### src/rtl/slck_pkg.sv
package slck_pkg;
  parameter logic [15:0] UNLOCK_KEY = 16'h16AA;
  parameter int unsigned OFS_CTRL = 'h00;
  parameter int unsigned OFS_PSC  = 'h08;
  parameter int unsigned OFS_GATE = 'h60;
  parameter int unsigned PSC_W    = 5;
endpackage

### src/rtl/slck_regs.sv
module slck_regs
  import slck_pkg::*;
#(
  parameter int ADDR_W = 8
) (
  input  logic              clk,
  input  logic              rst,
  input  logic              reg_wr,
  input  logic [ADDR_W-1:0] reg_addr,
  input  logic [31:0]       reg_wdata,
  output logic [31:0]       reg_rdata,
  output logic              sel_ext,
  output logic [PSC_W-1:0]  psc,
  output logic              gate,
  output logic              cfg_wr
);
  logic hit_ctrl, hit_psc, hit_gate, key_ok;

  always_comb begin
    hit_ctrl = (reg_addr == ADDR_W'(OFS_CTRL));
    hit_psc  = (reg_addr == ADDR_W'(OFS_PSC));
    hit_gate = (reg_addr == ADDR_W'(OFS_GATE));
    key_ok   = (reg_wdata[31:16] == UNLOCK_KEY);
    cfg_wr   = reg_wr && ((hit_ctrl && key_ok) || hit_psc);
  end

  always_ff @(posedge clk) begin
    if (rst) begin
      sel_ext <= 1'b0;
      psc     <= '0;
      gate    <= 1'b0;
    end else if (reg_wr) begin
      if (hit_ctrl && key_ok) sel_ext <= reg_wdata[0];
      if (hit_psc)            psc     <= reg_wdata[PSC_W-1:0];
      if (hit_gate)           gate    <= reg_wdata[0];
    end
  end

  always_ff @(posedge clk) begin
    if (rst) begin
      reg_rdata <= '0;
    end else begin
      reg_rdata <= '0;
      if (hit_ctrl)      reg_rdata[0]         <= sel_ext;
      else if (hit_psc)  reg_rdata[PSC_W-1:0] <= psc;
      else if (hit_gate) reg_rdata[0]         <= gate;
    end
  end
endmodule

### src/rtl/slck_div.sv
module slck_div
  import slck_pkg::*;
#(
  parameter int PREDIV = 32
) (
  input  logic             clk,
  input  logic             rst,
  input  logic             clr,
  input  logic             en,
  input  logic [PSC_W-1:0] psc,
  output logic             pulse
);
  logic pre_pulse;
  logic [PSC_W-1:0] cnt;

  generate
    if (PREDIV > 1) begin : g_pre
      localparam int PRE_W = $clog2(PREDIV);
      logic [PRE_W-1:0] pre_cnt;
      assign pre_pulse = en && (pre_cnt == PRE_W'(PREDIV - 1));
      always_ff @(posedge clk) begin
        if (rst || clr)     pre_cnt <= '0;
        else if (pre_pulse) pre_cnt <= '0;
        else if (en)        pre_cnt <= pre_cnt + 1'b1;
      end
    end else begin : g_nopre
      assign pre_pulse = en;
    end
  endgenerate

  assign pulse = pre_pulse && (cnt == psc);

  always_ff @(posedge clk) begin
    if (rst || clr)     cnt <= '0;
    else if (pulse)     cnt <= '0;
    else if (pre_pulse) cnt <= cnt + 1'b1;
  end
endmodule

### src/rtl/slck_sel.sv
module slck_sel
  import slck_pkg::*;
#(
  parameter int ADDR_W = 8,
  parameter int PREDIV = 32
) (
  input  logic              clk,
  input  logic              rst,
  input  logic              reg_wr,
  input  logic [ADDR_W-1:0] reg_addr,
  input  logic [31:0]       reg_wdata,
  output logic [31:0]       reg_rdata,
  input  logic              ext_tick_en,
  input  logic              int_tick_en,
  output logic              slow_tick,
  output logic              slow_tick_gated
);
  logic             sel_q, gate_q, cfg_wr, div_pulse, tick_nxt;
  logic [PSC_W-1:0] psc_q;

  slck_regs #(.ADDR_W(ADDR_W)) u_regs (
    .clk(clk), .rst(rst), .reg_wr(reg_wr), .reg_addr(reg_addr),
    .reg_wdata(reg_wdata), .reg_rdata(reg_rdata),
    .sel_ext(sel_q), .psc(psc_q), .gate(gate_q), .cfg_wr(cfg_wr)
  );

  slck_div #(.PREDIV(PREDIV)) u_div (
    .clk(clk), .rst(rst), .clr(cfg_wr), .en(int_tick_en),
    .psc(psc_q), .pulse(div_pulse)
  );

  always_comb begin
    tick_nxt = 1'b0;
    if (!cfg_wr) tick_nxt = sel_q ? ext_tick_en : div_pulse;
  end

  always_ff @(posedge clk) begin
    if (rst) begin
      slow_tick       <= 1'b0;
      slow_tick_gated <= 1'b0;
    end else begin
      slow_tick       <= tick_nxt;
      slow_tick_gated <= tick_nxt && gate_q;
    end
  end
endmodule

### config.mk
export PLATFORM = sky130hd
export DESIGN_NAME = slck_sel
export DESIGN_NICKNAME = d
export VERILOG_FILES = /design/src/rtl/slck_pkg.sv /design/src/rtl/slck_regs.sv /design/src/rtl/slck_div.sv /design/src/rtl/slck_sel.sv
export SDC_FILE = /design/constraint.sdc
export NUM_CORES = 1
export LEC_CHECK = 0
export ABC_AREA = 1
export BUFFER_PORTS_ARGS = -buffer_cell sky130_fd_sc_hd__buf_2
export CAP_MARGIN = 15
export CELL_PAD_IN_SITES_DETAIL_PLACEMENT = 0
export CELL_PAD_IN_SITES_GLOBAL_PLACEMENT = 1
export CORE_MARGIN = 1.5
export CORE_UTILIZATION = 29
export DETAILED_ROUTE_END_ITERATION = 16
export PLACE_DENSITY = 0.9
export SLEW_MARGIN = 20
export SYNTH_ARGS = -nofsm -noshare
export SYNTH_HDL_FRONTEND = slang
export SYNTH_SLANG_ARGS = --single-unit
### constraint.sdc
create_clock -name clk -period 1.6 [get_ports clk]
set_input_delay 0.24 -clock clk [delete_from_list [all_inputs] [get_ports clk]]
set_output_delay 0.24 -clock clk [all_outputs]
set_load 0.005 [all_outputs]
Word level (Yosys, flattened, before mapping) --
Index checks and enable logic that the tools add are counted.
Word-level totals: flip-flop bits (word level) 51, bits of input ports 45, output and inout port bits 34, logic and storage cells 37
Operators by class: $add $sub $neg 2, equality and inequality tests 5, muxes and demuxes 5, bitwise logic cells 1, reduce and logical (&&, ||, !) cells 14
Operators with widths (count):
- equality test 16 x 13 -> 1 bit (second input constant) | 1
- adder 5 x 1 -> 5 bit (second input constant) | 2
- equality test 8 x 4 -> 1 bit (second input constant) | 1
- equality test 8 x 7 -> 1 bit (second input constant) | 1
- logical NOT 8 bit | 1
- AND reduction 2 bit | 3
- equality test 5 bit | 1
- equality test 5 bit (second input constant) | 1
- logical AND 1 bit | 5
- 2-to-1 mux 1 bit | 5
- OR reduction 2 bit | 2
- OR reduction 3 bit | 1
- logical OR 1 bit | 2
- inverter 1 bit | 1

Longest topological paths before layout --
Gate-level depths: netlist of the first run.
depth in word-level cells 6, mapped depth 11, gate-level depth less buffers 11

By module --
A second synthesis of the first run with hierarchy kept.
Unflattened totals: cells, all modules 227, area, all modules 1532.7 um2
Modules (own cells, without submodules):
- slck_regs | instances 1, cells an instance 126, area an instance 828.3 um2, seq. area each 240.2 um2
- slck_div | instances 1, cells an instance 89, area an instance 615.6 um2, seq. area each 200.2 um2
- slck_sel | instances 1, cells an instance 12, area an instance 88.8 um2, seq. area each 40.0 um2

Worst setup path after synthesis of the first run --
Ideal clock, no wire load.
kind register -> register, start point register u_div.g_pre.pre_cnt[0], end point register slow_tick, setup time 111 ps, arrival time 1373 ps, data required time 1489 ps, setup slack 116 ps, stages on the path, launching flop included 12, buffers on the path 0, path through dfxtp_1 > ha_1 > and3_1 > ha_1 > nand2_4 > clkinv_2 > nand2_2 > nor2_2 > nand3_2 > nand2_1 > nand3_2 > inv_1
Between the ends: cells in the longest elaborated chain, start to end 5
RTL lines:
- from (decl) | RTL line slck_div.sv:19 | logic [PRE_W-1:0] pre_cnt;
- from (signal assigned) | RTL line slck_div.sv:24 | else if (en) pre_cnt <= pre_cnt + 1'b1;
- equality test 5 bit | RTL line slck_div.sv:20 | assign pre_pulse = en && (pre_cnt == PRE_W'(PREDIV - 1));
- logical AND 1 bit | RTL line slck_div.sv:20
- logical AND 1 bit | RTL line slck_div.sv:31 | assign pulse = pre_pulse && (cnt == psc);
- 2-to-1 mux 1 bit (2 in a row) | RTL line slck_sel.sv:34 | if (!cfg_wr) tick_nxt = sel_q ? ext_tick_en : div_pulse;
- to (signal assigned) | RTL line slck_sel.sv:42 | slow_tick <= tick_nxt;
- to (decl) | RTL line slck_sel.sv:15 | output logic slow_tick,
No other way between the ends. A chain may end at the register's enable or synchronous reset.

Final worst setup path of the first run --
start point register u_div.g_pre.pre_cnt[0], end point register slow_tick_gated
Between the ends: cells in the longest elaborated chain, start to end 6
RTL lines:
- equality test 5 bit | RTL line slck_div.sv:20
- logical AND 1 bit | RTL line slck_div.sv:20
- logical AND 1 bit | RTL line slck_div.sv:31
- 2-to-1 mux 1 bit (2 in a row) | RTL line slck_sel.sv:34
- logical AND 1 bit | RTL line slck_sel.sv:43 | slow_tick_gated <= tick_nxt && gate_q;
- to (signal assigned) | RTL line slck_sel.sv:43
- to (decl) | RTL line slck_sel.sv:16 | output logic slow_tick_gated
No other way between the ends.

==> impl_metrics.py, run 1 <==
metrics = {
    "outcome": {
        "outcome": "finished clean",
    },
    "sta": {
        "clock.fmax_mhz": 665,
        "min_period_over_period_pct": 94.0,
        "maxSlewViolCount": 0,
        "fin_skew_ns": 0.00911,
        "min_period_ns": 1.50,
        "whs_ns": 0.247,
        "final-setup-viol-count": 0,
        "worst_slack_ns": 0.0959,
        "hold_viol_final": 0,
    },
    "worst_setup_path": {
        "r2r_slack_ns": 0.1,
        "critPathKind": "flop to flop",
        "cp_cell_sequence": "ha_2 -> and3_4 -> ha_4 -> nand2_4 -> inv_4 -> nand2_2 -> nor2_2 -> nand3_2 -> nand2_2 -> nand3_2 -> nor2_2",
        "worst-endpoint-arrival_ns": 1.71,
        "critPathMaxStageDelay_ns": 0.35,
        "crit_slowest_cell": "dfxtp_2",
        "r2r_start": "u_div.g_pre.pre_cnt[0]",
        "reg2reg_depth": 11,
        "crit_path_end_kind": "flop",
        "critPathMaxFanout": 5,
        "startpoint_type": "flop",
        "cp.required_ns": 1.80,
        "r2r-end": "slow_tick_gated",
    },
    "power_and_ir_drop": {
        "clkPwrFrac_pct": 41.8,
        "p_leak_uw": 0.000840,
        "vdd_drop_max_mv": 0.326,
        "p_sw_uw": 250,
        "p_seq_share_pct": 49.0,
        "comb_power_share_pct": 9.3,
        "switching_share_pct": 20.1,
        "power.density_nw_per_um2": 743,
        "intPower_uw": 991,
    },
    "global_route": {
        "grt_max_degree": 15,
        "met1_usage_pct": 11.3,
        "antenna_found_initial": 0,
        "grtUsageTotal_pct": 9.50,
        "grt_overflow": 0,
        "grt_pass1_vias": 970,
        "top_usage_layer": "met2",
        "grtUsageMet3_pct": 3.04,
        "grt_pass1_wl_um": 4020,
        "grtUsageMet2_pct": 16.7,
    },
    "detailed_routing": {
        "drt_iter0_drc": 41,
        "routed_wl_um": 2470,
        "drc": 0,
        "wl_per_cell_um": 8.34,
        "vias_per_cell": 3.92,
        "vias": 1160,
        "ant_nets": 0,
        "drtPass1Iterations": 4,
    },
    "logic_synthesis": {
        "yosysTopAreaCellShare_pct": 34.2,
        "yosys_register_bits": 24,
        "yosysTopAreaCell": "dfxtp_1",
        "synth_async_sr_flop_share_pct": 0,
        "yosys-top-cells-area": "dfxtp_1 34%, buf_4 14%, nand2_1 8.3%",
        "syn_area_um2": 1410,
        "yosysWarningCount": 0,
        "synth_cell_types": 26,
        "avgSynthCellArea_um2": 7.10,
        "syn_inst": 198,
        "synth-edff-count": 0,
        "yosysSeqAreaShare_pct": 34.2,
        "synth_flop_cell": "dfxtp_1",
        "synthTopCellsByCount": "31 x nand2_1, 31 x nor2_1, 28 x inv_1, 27 x buf_4, 24 x dfxtp_1",
    },
    "place": {
        "port_buffers": 40,
        "placed_cell_area_um2": 1570,
        "dp.cells": 291,
        "preCtsSetupSlack_ns": 0.0264,
        "hpwlAfterDp_um": 2070,
        "gp_congestion": 0.746,
    },
    "cts": {
        "cts_tree": "done",
        "clk_transition_reported_paths_ns": 0.09,
        "cts-root-buf": "clkbuf_8",
        "cts_buffers": 3,
        "cts_hold_buffers": 0,
        "cts_sinks": 24,
        "clkLatencyLatePin_ns": 0.27,
        "cts_buffer_depth": 2,
        "cts_max_level": 1,
    },
    "worst_hold_path": {
        "hold_path_depth": 3,
        "hold_start": "reg_wdata[0]",
        "holdPathEnd": "u_regs.gate",
        "holdCritPathClass": "input port to flop",
    },
    "final_layout": {
        "fin_util_pct": 35.6,
        "drive_gt1_share_pct": 28.1,
        "multiInputGateArea_um2": 712,
        "finalNonFillerCells": 296,
        "antenna-diode-count": 0,
        "final_area_um2": 1670,
        "num-nets-final": 291,
        "syn_to_final_growth_pct": 19.0,
        "seq_area_um2": 483,
        "nFillCells": 528,
    },
    "floorplanning": {
        "die-area_um2": 5270,
        "die_h_um": 72.6,
        "ios": 79,
        "rows": 25,
        "dieWidth_um": 72.6,
        "core_area_um2": 4690,
        "start_util_pct": 29.9,
    },
    "job": {
        "cap_violations": 0,
    },
}
==> routing by layer <==
metal / vias up / routed length, um / share of wire, %
met4: 0 / 6 / 0.24
met1: 494 / 1130 / 46
li1: 632 / - / -
met5: - / 0 / 0
met3: 2 / 166 / 6.7
met2: 32 / 1170 / 47
==> placed cells by master (no fill, tap or decap), types with 3 or more instances in the layout <==
cell type	instances
nor2_2	5
inv_1	28
conb_1	27
o21ai_0	11
xor2_1	6
nand2_2	4
nor2_1	31
dfxtp_1	22
buf_2	40
buf_4	3
nor3_1	3
clkbuf_8	3
nand3_1	5
a21oi_1	6
nand2_1	30
==> final cells by class <==
cell class / count / area share (%)
flip-flops and latches: 24 / 28.9
well taps: 54 / 4.04
repair buffers: 43 / 13.3
inverters: 30 / 6.89
clock inverters: 1 / 1.80
multi-input cells: 141 / 42.6
clock buffers: 3 / 2.47
==> flip-flops by register name (all words and copies together) (netlist names) <==
| register | cells |
|---|---|
| slow_tick | 1 |
| u_div.cnt | 5 |
| u_regs.reg_rdata | 5 |
| u_regs.gate | 1 |
| slow_tick_gated | 1 |
| u_regs.sel_ext | 1 |
| u_div.g_pre.pre_cnt | 5 |
| u_regs.psc | 5 |
==> through the flow <==
step / TNS (ns) / total power [uW]
2_1_floorplan: 0 / 730
5_1_grt: -0.00833 / 1310
6_report: 0 / 1240
3_5_place_dp: 0 / 731
3_3_place_gp: 0 / 729
4_1_cts: 0 / 1250
==> power by group through the flow <==
| stage | combinational, uW | clock [uW] | sequential [uW] |
|---|---|---|---|
| global route | 135 | 565 | 609 |
| CTS | 110 | 534 | 607 |
| detailed placement | 110 | 0 | 621 |
| finish | 115 | 518 | 608 |
| floorplan | 109 | 0 | 621 |
| global placement | 108 | 0 | 621 |
==> cell families after synthesis <==
logic type / after synthesis / synth area share, %
AND/OR/NAND/NOR: 85 / 27.3
buffers and inverters: 59 / 23.7
flip-flops: 24 / 34.2
AO/OA/AOI/OAI: 17 / 6.06
XOR/XNOR: 7 / 4.36
adder cells (fa/ha/maj): 3 / 2.67
multiplexers: 2 / 1.42
other: 1 / 0.267
==> worst max-delay path by stage <==
stage	from	to	slack [ns]	cells after the start
6_report	u_div.g_pre.pre_cnt[0]	slow_tick_gated	0.1	11
3_3_place_gp	u_div.g_pre.pre_cnt[0]	slow_tick	0.05	11
2_1_floorplan	u_div.g_pre.pre_cnt[0]	slow_tick	0.12	11
5_1_grt	u_div.g_pre.pre_cnt[1]	slow_tick_gated	-0.008	11
3_5_place_dp	u_div.g_pre.pre_cnt[0]	slow_tick	0.03	11
4_1_cts	u_div.g_pre.pre_cnt[0]	slow_tick_gated	0.009	11
==> critical path, delay by kind of cell, from the launching register on <==
kind,cells,cell delay (ns)
adders and majority gates,2,0.31
buffers and inverters,1,0.07
DFF,1,0.35
and+or+nand+nor,8,0.72
==> timing repair <==
item	4_1_cts	5_1_grt
setup buffers	0	1
hold endpoints to repair	0	0
endpoints found under the setup margin	0	7
resized for setup	0	8
Power figures use the tool's default switching activity.
==> inputs of run 2 (changes only) <==
- CORE_UTILIZATION: 29 -> 30
- SYNTH_HIERARCHICAL: default -> 1
==> impl_metrics.py, run 2 <==
metrics = {
    "outcome": {
        "outcome": "finished clean",
    },
    "logic_synthesis": {
        "synth-edff-count": 0,
        "synth_cell_types": 25,
        "syn_area_um2": 1530,
        "yosysSeqAreaShare_pct": 31.3,
        "yosys_register_bits": 24,
        "syn_inst": 227,
        "avgSynthCellArea_um2": 6.75,
        "synth_async_sr_flop_share_pct": 0,
        "yosysWarningCount": 6,
        "synth_flop_cell": "dfxtp_1",
        "yosys-top-cells-area": "dfxtp_1 31%, buf_4 13%, nand2_1 11%",
        "yosysMostFrequentCell": "nand2_1",
        "synthTopCellsByCount": "45 x nand2_1, 39 x inv_1, 38 x nor2_1, 27 x buf_4, 24 x dfxtp_1",
        "yosysTopAreaCell": "dfxtp_1",
        "yosysTopAreaCellShare_pct": 31.3,
    },
    "detailed_routing": {
        "drt_iter0_drc": 22,
        "wl_per_cell_um": 8.04,
        "vias_per_cell": 3.81,
        "ant_nets": 0,
        "drc": 0,
        "drtPass1Iterations": 4,
        "routed_wl_um": 2770,
        "vias": 1310,
    },
    "cts": {
        "cts_buffer_depth": 2,
        "cts_tree": "done",
        "clkLatencyLatePin_ns": 0.27,
        "cts-root-buf": "clkbuf_8",
        "cts_buffers": 3,
        "cts_max_level": 1,
        "clk_transition_reported_paths_ns": 0.08,
        "cts_hold_buffers": 0,
        "cts_sinks": 24,
    },
    "sta": {
        "rsz0062_at_grt": "yes",
        "hold_viol_final": 0,
        "min_period_over_period_pct": 92.8,
        "clock.fmax_mhz": 673,
        "final-setup-viol-count": 0,
        "fin_skew_ns": 0.00226,
        "maxSlewViolCount": 0,
        "fin_tns_setup_ns": 0,
        "min_period_ns": 1.49,
        "whs_ns": 0.191,
    },
    "final_layout": {
        "syn_to_final_growth_pct": 20.7,
        "fin_util_pct": 38.4,
        "drive_gt1_share_pct": 27.8,
        "finalNonFillerCells": 344,
        "antenna-diode-count": 0,
        "multiInputGateArea_um2": 803,
        "final_cell_mix": "45 x nand2_1, 40 x buf_2, 38 x inv_1",
        "nFillCells": 552,
        "seq_area_um2": 483,
        "final_common_cell": "nand2_1",
        "num-nets-final": 326,
    },
    "power_and_ir_drop": {
        "vdd_drop_max_mv": 0.346,
        "power_uw": 1150,
        "power.density_nw_per_um2": 621,
        "p_leak_uw": 0.000910,
    },
    "global_route": {
        "grtUsageTotal_pct": 10.4,
        "grt_pass1_vias": 1108,
        "grt_max_degree": 14,
        "grt_overflow": 0,
        "grtUsageMet2_pct": 19.4,
        "grtUsageMet3_pct": 2.44,
        "antenna_found_initial": 0,
        "top_usage_layer": "met2",
        "met1_usage_pct": 11.4,
        "grt_pass1_wl_um": 4510,
    },
    "place": {
        "hpwlAfterDp_um": 2260,
        "gp_congestion": 0.702,
        "port_buffers": 40,
        "dp.cells": 337,
    },
    "job": {
        "cap_violations": 0,
    },
    "floorplanning": {
        "dieWidth_um": 74.5,
        "die-area_um2": 5550,
        "core_area_um2": 4820,
        "die_h_um": 74.5,
        "rows": 25,
        "ios": 79,
        "start_util_pct": 31.8,
    },
    "worst_setup_path": {
        "critPathMaxFanout": 2,
        "worst-endpoint-arrival_ns": 1.70,
        "crit_path_end_kind": "flop",
        "startpoint_type": "flop",
        "critPathKind": "flop to flop",
        "cp.required_ns": 1.82,
    },
    "worst_hold_path": {
        "holdCritPathClass": "input port to flop",
    },
}
[run 2: layout make-up]
class,instances,share of cell area [%]
multi-input cells,159,43.4
flip-flops and latches,24,26.1
repair buffers,48,14.1
inverters,42,8.92
well taps,67,4.53
clock buffers,4,2.97
[run 2: routing by layer]
layer,routed length (um),share of wire (%)
met5,0,0
met1,1170,42
met2,1400,51
met3,157,5.7
met4,36,1.3
[run 2: worst paths after layout]
path              cells past startpoint  slack (ns)              end              startpoint
setup / recovery                     14        0.11  slow_tick_gated  u_div/g_pre.pre_cnt[1]
hold / removal                        2        0.19      u_regs/gate                     rst
setup reg to reg                     14        0.11  slow_tick_gated  u_div/g_pre.pre_cnt[1]
hold reg to reg                       2        0.47  slow_tick_gated             u_regs/gate
[run 2: cell families after synthesis]
kind of cell | synth area share [%]
and+or+nand+nor | 35.3
buffers and inverters | 24.7
AOI/OAI and AO/OA | 4.24
DFF | 31.3
other | 0.245
adders and majority gates | 2.45
xor gates and xnor gates | 1.71
[run 2: what timing repair did]
item / in CTS / in global routing
resized for setup: 2 / 7
pin swaps: 2 / 7
cloned: 0 / 0
setup endpoints to repair: 5 / 7
hold endpoints to repair: 0 / 0
setup buffers: 1 / 2
[run 2: worst max-delay path, cell delays in order (launching register included)]
cell and delay, ns:
dfxtp_2 0.36, ha_4 0.14, inv_2 0.04, nor2_4 0.09, ha_4 0.17, nand2_8 0.05, inv_4 0.05, nand2_2 0.04
nor2_2 0.11, nand3_2 0.07, inv_1 0.06, inv_1 0.03, nand2_1 0.06, nand3_2 0.07, nor2_2 0.10
[run 2: power by group]
| group | internal (uW) | switching, uW | total, uW |
|---|---|---|---|
| Clock | 220 | 196 | 416 |
| Sequential | 602 | 4.37 | 607 |
| Combinational | 56.5 | 70.0 | 127 |
[run 2: stage by stage]
stage	setup slack, ns	area, um2
2_1_floorplan	0.0200	1630
3_3_place_gp	-0.0250	1740
3_5_place_dp	-0.0450	1740
4_1_cts	0.00442	1800
5_1_grt	-0.0739	1850
6_report	0.114	1850
